===== config.mk =====
export PLATFORM = sky130hd
export DESIGN_NAME = pstage_ctrl
export DESIGN_NICKNAME = d
export VERILOG_FILES = /design/src/rtl/pstage_pkg.sv /design/src/rtl/supply_guard.sv /design/src/rtl/hb_leg.sv /design/src/rtl/hs_switch.sv /design/src/rtl/pstage_ctrl.sv
export SDC_FILE = /design/constraint.sdc
export NUM_CORES = 1
export LEC_CHECK = 0
export ABC_AREA = 1
export BUFFER_PORTS_ARGS = -buffer_cell sky130_fd_sc_hd__buf_2
export CAP_MARGIN = 40
export CORE_MARGIN = 2
export CORE_UTILIZATION = 30
export CTS_BUF_LIST = sky130_fd_sc_hd__clkbuf_16
export DETAILED_ROUTE_END_ITERATION = 8
export HOLD_SLACK_MARGIN = 0.02
export PLACE_DENSITY = 0.6
export RECOVER_POWER = 100
export SLEW_MARGIN = 20
export SYNTH_ARGS = -nofsm -noshare
export SYNTH_HDL_FRONTEND = slang
export SYNTH_HIERARCHICAL = 1
export SYNTH_SLANG_ARGS = --single-unit

===== constraint.sdc =====
create_clock -name clk -period 1.54 [get_ports clk]
set_clock_uncertainty 0.2 [all_clocks]
set_input_delay 0.231 -clock clk [delete_from_list [all_inputs] [get_ports clk]]
set_output_delay 0.231 -clock clk [all_outputs]
set_load 0.02 [all_outputs]

===== src/rtl/pstage_pkg.sv =====
package pstage_pkg;
   // Bit positions of the supply-fault flags
   localparam int FLT_LV = 0;
   localparam int FLT_HV = 1;
   localparam int FLT_W  = 2;

   // Operating mode of one high-side switch
   typedef enum logic [1:0] {
      HS_OFF    = 2'd0,
      HS_STATIC = 2'd1,
      HS_CHOP   = 2'd2
   } hs_mode_e;
endpackage


===== src/rtl/supply_guard.sv =====
module supply_guard
   import pstage_pkg::*;
(
   input  logic             clk,
   input  logic             rst_n,
   input  logic             lv_evt,
   input  logic             hv_evt,
   input  logic [FLT_W-1:0] flt_clr,
   input  logic             flt_mask,
   output logic [FLT_W-1:0] flt_q,
   output logic             hb_block
);
   logic [FLT_W-1:0] evt;
   logic [FLT_W-1:0] flt_d;

   always_comb begin
      evt         = '0;
      evt[FLT_LV] = lv_evt;
      evt[FLT_HV] = hv_evt;
      // set wins over clear
      flt_d       = (flt_q & ~flt_clr) | evt;
      hb_block    = ((|flt_q) | (|evt)) & ~flt_mask;
   end

   always_ff @(posedge clk or negedge rst_n) begin
      if (!rst_n) flt_q <= '0;
      else        flt_q <= flt_d;
   end


   flag_sticky_chk: assert property (@(posedge clk) disable iff (!rst_n)
      (flt_q[FLT_LV] && !flt_clr[FLT_LV]) |=> flt_q[FLT_LV]);

   hv_set_chk: assert property (@(posedge clk) disable iff (!rst_n)
      hv_evt |=> flt_q[FLT_HV]);
endmodule


===== src/rtl/hb_leg.sv =====
module hb_leg #(
   parameter int DEAD_CYC = 1
) (
   input  logic clk,
   input  logic rst_n,
   input  logic leg_en,
   input  logic lo_req,
   input  logic hi_req,
   input  logic pwm,
   input  logic recirc,
   output logic gate_hi,
   output logic gate_lo
);
   logic want_hi, want_lo, ready;
   logic hi_d, lo_d;

   always_comb begin
      want_hi = leg_en & hi_req & (lo_req ? pwm : 1'b1);
      want_lo = leg_en & lo_req & (hi_req ? (~pwm & recirc) : 1'b1);
   end

   generate
      if (DEAD_CYC == 0) begin : g_nodead
         assign ready = 1'b1;
      end else begin : g_dead
         localparam int CW = $clog2(DEAD_CYC + 1);
         localparam logic [CW-1:0] CMAX = CW'(DEAD_CYC);
         logic [CW-1:0] quiet_q;
         always_ff @(posedge clk or negedge rst_n) begin
            if (!rst_n)                  quiet_q <= CMAX;
            else if (gate_hi | gate_lo)  quiet_q <= '0;
            else if (quiet_q != CMAX)    quiet_q <= quiet_q + 1'b1;
         end
         assign ready = (quiet_q == CMAX);
      end
   endgenerate

   always_comb begin
      hi_d = want_hi & ~gate_lo & (gate_hi | ready);
      lo_d = want_lo & ~gate_hi & (gate_lo | ready);
   end

   always_ff @(posedge clk or negedge rst_n) begin
      if (!rst_n) begin
         gate_hi <= 1'b0;
         gate_lo <= 1'b0;
      end else begin
         gate_hi <= hi_d;
         gate_lo <= lo_d;
      end
   end


   lo_after_hi_chk: assert property (@(posedge clk) disable iff (!rst_n)
      $rose(gate_lo) |-> !$past(gate_hi));

   hi_after_lo_chk: assert property (@(posedge clk) disable iff (!rst_n)
      $rose(gate_hi) |-> !$past(gate_lo));
endmodule


===== src/rtl/hs_switch.sv =====
module hs_switch
   import pstage_pkg::*;
(
   input  logic clk,
   input  logic rst_n,
   input  logic stage_en,
   input  logic on_req,
   input  logic pwm_mode,
   input  logic pwm,
   input  logic oc_in,
   input  logic oc_clr,
   output logic gate,
   output logic oc_flag
);
   hs_mode_e mode;
   logic     gate_d, flag_d;

   always_comb begin
      if (pwm_mode)    mode = HS_CHOP;
      else if (on_req) mode = HS_STATIC;
      else             mode = HS_OFF;

      flag_d = oc_flag & ~oc_clr;
      gate_d = 1'b0;
      case (mode)
         HS_CHOP:   gate_d = pwm & ~oc_in;
         HS_STATIC: begin
            gate_d = ~oc_flag & ~oc_in;
            if (oc_in) flag_d = 1'b1;
         end
         default:   gate_d = 1'b0;
      endcase
      if (!stage_en) begin
         gate_d = 1'b0;
         flag_d = oc_flag & ~oc_clr;
      end
   end

   always_ff @(posedge clk or negedge rst_n) begin
      if (!rst_n) begin
         gate    <= 1'b0;
         oc_flag <= 1'b0;
      end else begin
         gate    <= gate_d;
         oc_flag <= flag_d;
      end
   end


   oc_sticky_chk: assert property (@(posedge clk) disable iff (!rst_n)
      (oc_flag && !oc_clr) |=> oc_flag);

   oc_off_chk: assert property (@(posedge clk) disable iff (!rst_n)
      (oc_flag && !pwm_mode) |=> !gate);

   chop_noflag_chk: assert property (@(posedge clk) disable iff (!rst_n)
      (pwm_mode && !oc_flag) |=> !oc_flag);
endmodule


===== src/rtl/pstage_ctrl.sv =====
module pstage_ctrl
   import pstage_pkg::*;
#(
   parameter int NUM_HB   = 4,
   parameter int NUM_HS   = 3,
   parameter int DEAD_CYC = 1
) (
   input  logic              clk,
   input  logic              rst_n,
   input  logic              stage_en,
   input  logic [NUM_HB-1:0] hb_lo_req,
   input  logic [NUM_HB-1:0] hb_hi_req,
   input  logic              recirc_lo,
   input  logic              fault_mask,
   input  logic              pwm_in,
   input  logic              lv_evt,
   input  logic              hv_evt,
   input  logic [1:0]        fault_clr,
   input  logic [NUM_HS-1:0] hs_on,
   input  logic              hs_pwm_we,
   input  logic [NUM_HS-1:0] hs_pwm_wdata,
   input  logic [NUM_HS-1:0] hs_oc_in,
   input  logic [NUM_HS-1:0] hs_oc_clr,
   output logic [NUM_HB-1:0] hb_gate_hi,
   output logic [NUM_HB-1:0] hb_gate_lo,
   output logic [NUM_HS-1:0] hs_gate,
   output logic [NUM_HS-1:0] hs_oc_flag,
   output logic [NUM_HS-1:0] hs_pwm_en,
   output logic [1:0]        fault_flags
);
   generate
      if (NUM_HB < 1 || NUM_HB > 64) begin : g_bad_hb
         $error("pstage_ctrl: NUM_HB out of range");
      end
      if (NUM_HS < 1 || NUM_HS > 64) begin : g_bad_hs
         $error("pstage_ctrl: NUM_HS out of range");
      end
      if (DEAD_CYC < 0 || DEAD_CYC > 255) begin : g_bad_dead
         $error("pstage_ctrl: DEAD_CYC out of range");
      end
   endgenerate

   logic hb_block;
   logic leg_en;

   supply_guard i_guard (
      .clk      (clk),
      .rst_n    (rst_n),
      .lv_evt   (lv_evt),
      .hv_evt   (hv_evt),
      .flt_clr  (fault_clr),
      .flt_mask (fault_mask),
      .flt_q    (fault_flags),
      .hb_block (hb_block)
   );

   assign leg_en = stage_en & ~hb_block;

   always_ff @(posedge clk or negedge rst_n) begin
      if (!rst_n)         hs_pwm_en <= '0;
      else if (hs_pwm_we) hs_pwm_en <= hs_pwm_wdata;
   end

   generate
      for (genvar i = 0; i < NUM_HB; i++) begin : g_leg
         hb_leg #(.DEAD_CYC(DEAD_CYC)) i_leg (
            .clk     (clk),
            .rst_n   (rst_n),
            .leg_en  (leg_en),
            .lo_req  (hb_lo_req[i]),
            .hi_req  (hb_hi_req[i]),
            .pwm     (pwm_in),
            .recirc  (recirc_lo),
            .gate_hi (hb_gate_hi[i]),
            .gate_lo (hb_gate_lo[i])
         );
      end
      for (genvar j = 0; j < NUM_HS; j++) begin : g_hs
         hs_switch i_hs (
            .clk      (clk),
            .rst_n    (rst_n),
            .stage_en (stage_en),
            .on_req   (hs_on[j]),
            .pwm_mode (hs_pwm_en[j]),
            .pwm      (pwm_in),
            .oc_in    (hs_oc_in[j]),
            .oc_clr   (hs_oc_clr[j]),
            .gate     (hs_gate[j]),
            .oc_flag  (hs_oc_flag[j])
         );
      end
   endgenerate


   stage_off_chk: assert property (@(posedge clk) disable iff (!rst_n)
      !stage_en |=> (hb_gate_hi == '0 && hb_gate_lo == '0 && hs_gate == '0));

   fault_shut_chk: assert property (@(posedge clk) disable iff (!rst_n)
      ((|fault_flags) && !fault_mask) |=> (hb_gate_hi == '0 && hb_gate_lo == '0));

   no_overlap_chk: assert property (@(posedge clk) disable iff (!rst_n)
      (hb_gate_hi & hb_gate_lo) == '0);

   pwm_load_chk: assert property (@(posedge clk) disable iff (!rst_n)
      hs_pwm_we |=> hs_pwm_en == $past(hs_pwm_wdata));
endmodule


Yosys cells after proc, flatten, opt, wreduce, memory -nomap -nowiden
Index checks and enable logic that the tools add are counted.
- $add $sub $neg: 4
- bitwise logic cells: 80
- equal/unequal tests: 6
- muxes and demuxes: 37
- reduce and logical (&&, ||, !) cells: 2
- operator list (operator ; number):
    $and 1x1->1 ; 44
    $mux 1 ; 31
    $not 1->1 ; 20
    $or 1x1->1 ; 13
    $eq 2x1->1 const B ; 3
    $eq 2x2->1 const B ; 3
    $mux 2 ; 3
    $pmux 1 s2 ; 3
    $add 1x1->1 const B ; 4
    $reduce_or 2->1 ; 2
    $and 2x2->2 ; 1
    $not 2->2 ; 1
    $or 2x2->2 ; 1
- input bits: 31
- register bits after elaboration: 23

Logic depth before layout (Yosys ltp)
- depth after elaboration: 9
- depth in mapped cells: 7

Modules after synthesis
Netlist, hierarchy kept.
- modules (own cells, without submodules) (module ; times used ; cells an instance ; seq. area each (um^2) ; area each (um^2)):
    hb_leg ; 4 ; 18 ; 76.3 ; 147.6
    hs_switch ; 3 ; 14 ; 50.0 ; 101.3
    pstage_ctrl ; 1 ; 15 ; 75.1 ; 120.1
    supply_guard ; 1 ; 9 ; 50.0 ; 80.1

Least setup slack after synthesis
No wires, ideal clock.
- path kind: reg2reg
- start point: reg i_guard.flt_q[0]
- end point: reg g_leg[0].i_leg.gate_lo
- cell stages (with the launch flop): 8
- clock period less this slack: 1527 ps
- data arrival time: 1256 ps
- setup slack: 13 ps
- data required time: 1269 ps
- cell sequence: dfrtp_1 > nor2_1 > a21oi_1 > nor2_1 > inv_1 > nor2_2 > nand3_1 > nor2_1
- longest elaborated chain between the ends: 9
- RTL lines (element ; line ; RTL):
    from (decl) ; supply_guard.sv:10 ; output logic [FLT_W-1:0] flt_q,
    from (signal assigned) ; supply_guard.sv:27 ; else flt_q <= flt_d;
    $reduce_or 2->1 ; supply_guard.sv:22 ; hb_block = ((|flt_q) | (|evt)) & ~flt_mask;
    $or 1x1->1 ; supply_guard.sv:22 ;
    $and 1x1->1 ; supply_guard.sv:22 ;
    via hb_block ; pstage_ctrl.sv:43 ; logic hb_block;
    $not 1->1 ; pstage_ctrl.sv:57 ; assign leg_en = stage_en & ~hb_block;
    $and 1x1->1 ; pstage_ctrl.sv:57 ;
    via leg_en ; pstage_ctrl.sv:44 ; logic leg_en;
    $and 1x1->1 (2 in series) ; hb_leg.sv:19 ; want_lo = leg_en & lo_req & (hi_req ? (~pwm & recirc) : 1'b1);
    $and 1x1->1 (2 in series) ; hb_leg.sv:40 ; lo_d = want_lo & ~gate_hi & (gate_lo | ready);
    via g_leg[0].i_leg.lo_d ; hb_leg.sv:15 ; logic hi_d, lo_d;
    to (signal assigned) ; hb_leg.sv:49 ; gate_lo <= lo_d;
    to (decl) ; hb_leg.sv:12 ; output logic gate_lo
The timed path passes the listed nets, and every way through them passes these cells.
A chain may end at the register's enable or synchronous reset.

Final worst setup path
- start point: reg i_guard.flt_q[0]
- end point: reg g_leg[2].i_leg.gate_lo
- longest elaborated chain between the ends: 9
- RTL lines (element ; line):
    $reduce_or 2->1 ; supply_guard.sv:22
    $or 1x1->1 ; supply_guard.sv:22
    $and 1x1->1 ; supply_guard.sv:22
    via hb_block ; pstage_ctrl.sv:43
    $not 1->1 ; pstage_ctrl.sv:57
    $and 1x1->1 ; pstage_ctrl.sv:57
    via leg_en ; pstage_ctrl.sv:44
    $and 1x1->1 (2 in series) ; hb_leg.sv:19
    $and 1x1->1 (2 in series) ; hb_leg.sv:40
    via g_leg[2].i_leg.lo_d ; hb_leg.sv:15
    to (signal assigned) ; hb_leg.sv:49
    to (decl) ; hb_leg.sv:12
The timed path passes the listed nets, and every way through them passes these cells.

==> out/results.tsv <==
metric	value	unit
status	complete, no violations	
reg2reg_slack	130	ps
maxCapViolCount	0	
required	1520	ps
synth_area	1090	sq um
critPathMaxFanout	8	
cp-end-kind	flip-flop	
report.final.slew_viol_count	0	
htreeDepth	1	
antenna_found_initial	0	
yosys_warnings	6	
ys_ff_latch	23	
dieArea	4150	sq um
dr_wl_met3	203	um
period_share	0.915	
drc	0	
rsz0062_at_grt	false	
grt_max_degree	24	
detailroute.via_count	1017	
hold_violations	0	
initial_core_util	0.321	
startpoint	i_guard/flt_q[0]	
reg2reg_from	i_guard/flt_q[0]	
die_h	64.4	um
num_rows	21	
core_area	3420	sq um
grtUsageTotal	0.146	
postSynthAreaPerCell	7.93	sq um
ioPinCount	50	
cts_tree	done	
drtIter0Drc	26	
syn2layout_area_growth	42.7	%
clk_pin_slew	60	ps
highest_layer	met4	
worstSetupPathType	flip-flop to flip-flop	
postLayoutCoreUtil	0.458	
slew_headroom	0.611	
ant_nets	0	
overflow	0	
layout-drive-gt1-share	0.241	
finalHoldWorstSlack	22.0	ps
min_period	1410	ps
max_clock_freq	710	MHz
num_antenna_cells	0	
synthesis.nets	169	
post_cts_buffers	0	
die_w	64.4	um
power_density	940	nW/um^2
dp_slack	134	ps
peakVddDrop	0.346	mV
min_from	hb_lo_req[0]	
grt_pass1_wl	4.60	mm
drt_wl_total	2.56	mm
via_per_inst	4.08	
clk_path_buf_depth	2	
finalSetupTns	0	ps
worst_pin_slew	583	ps
multi_input_area	372	sq um
startpoint_type	flip-flop	
cts-buffers-inserted	3	
hold_path_class	input port to flip-flop	
regArea	581	sq um
nets	235	
clk_latency	250	ps
power.leakage	0.852	nW
wl_met2	1.27	mm
grt_pass1_vias	1049	
dp_hpwl	1.86	mm
gp_congestion	0.754	
port_buffers	49	
fillers	370	
cts_root_buffer	clkbuf_16	
wl_per_cell	10.3	um
synth_cells	138	
synth.distinct_cells	12	
setup_viol	0	
yosysSeqAreaShare	0.530	
fin_ws	131	ps
cts.sinks	23	
first_pass_iters	4	
worstPathArrival	1390	ps
wl_met1	1.06	mm
[registers in the layout, indices dropped and copies added (netlist names)]
name                        cells
g_leg.i_leg/g_dead.quiet_q      4
g_leg.i_leg/gate_hi             4
g_leg.i_leg/gate_lo             4
g_hs.i_hs/gate                  3
g_hs.i_hs/oc_flag               3
hs_pwm_en                       3
i_guard/flt_q                   2
[path summary, 6_finish.rpt]
| check | endpoint | cells after the start |
|---|---|---|
| min in group asynchronous | g_leg[3].i_leg/gate_hi | 2 |
| hold reg to reg | g_leg[3].i_leg/g_dead.quiet_q | 1 |
| max in group asynchronous | g_leg[2].i_leg/gate_hi | 2 |
| hold / removal | g_leg[0].i_leg/gate_lo | 3 |
| setup reg to reg | g_leg[2].i_leg/gate_lo | 8 |
| setup / recovery | g_leg[2].i_leg/gate_lo | 8 |
[cell type report]
| type | instances | share of cell area |
|---|---|---|
| flip-flops and latches | 23 | 0.371 |
| inverters | 36 | 0.0865 |
| clock buffers | 3 | 0.0480 |
| repair buffers | 61 | 0.217 |
| clock inverters | 1 | 0.00240 |
| multi-input cells | 79 | 0.238 |
| well taps | 46 | 0.0368 |
[report_power, final]
part           switching, W  total [W]  internal, W
logic              0.000145   0.000246     0.000101
registers         0.0000263   0.000673     0.000647
clock network      0.000204   0.000550     0.000346
total              0.000375    0.00147      0.00109
[synth_stat cells]
| library cell | n | area share |
|---|---|---|
| nor3_2 | 4 | 0.037 |
| inv_2 | 1 | 0.0034 |
| inv_1 | 35 | 0.12 |
| o22ai_1 | 3 | 0.017 |
| dfstp_2 | 4 | 0.096 |
| a21oi_1 | 6 | 0.027 |
| nor2_1 | 22 | 0.075 |
| nor2_2 | 7 | 0.040 |
| dfrtp_1 | 19 | 0.43 |
| nand3_1 | 8 | 0.037 |
| nand2_1 | 25 | 0.086 |
| a21boi_0 | 4 | 0.027 |
[per-stage QoR]
stage / instance area (sq um) / instances / total power (W)
finish: 1560 / 249 / 0.00147
global route: 1560 / 249 / 0.00156
CTS: 1590 / 249 / 0.00150
detailed placement: 1410 / 234 / 0.000920
global placement: 1410 / 234 / 0.000919
floorplan: 1090 / 138 / 0.000807
[layer usage]
layer	up-vias	global-route usage
met3	2	0.0417
met4	0	0.0559
met1	440	0.167
li1	539	-
met5	-	0
met2	36	0.255
[what timing repair did]
action,in CTS,in global routing
gates resized for setup,0,1
setup endpoints to repair,0,2
endpoints found under the hold margin,28,0
hold buffers,11,0
[layout by cell type (no fill, tap or decap), drive strengths merged]
| master | instances |
|---|---|
| a21boi | 4 |
| a21oi | 6 |
| buf | 30 |
| clkbuf | 23 |
| dfrtp | 19 |
| dfstp | 4 |
| dlygate4sd3 | 11 |
| inv | 37 |
| nand2 | 25 |
| nand3 | 8 |
| nor2 | 29 |
| nor3 | 4 |
| o22ai | 3 |
[critical path, cell delays in order, from the launching register on]
cell and delay (ps):
dfrtp_1 370, nor2_1 150, a21oi_1 80, nor2_1 100, buf_4 160, inv_1 50, nor2_2 70, nand3_1 60
nor2_1 90
[cell families (layout without fill, tap and decap cells)]
family,Yosys count,in the layout,synth area share
simple gates,66,66,0.274
flops,23,23,0.530
compound gates,13,13,0.0720
buf+inv,36,101,0.123
Power figures use the tool's default switching activity.
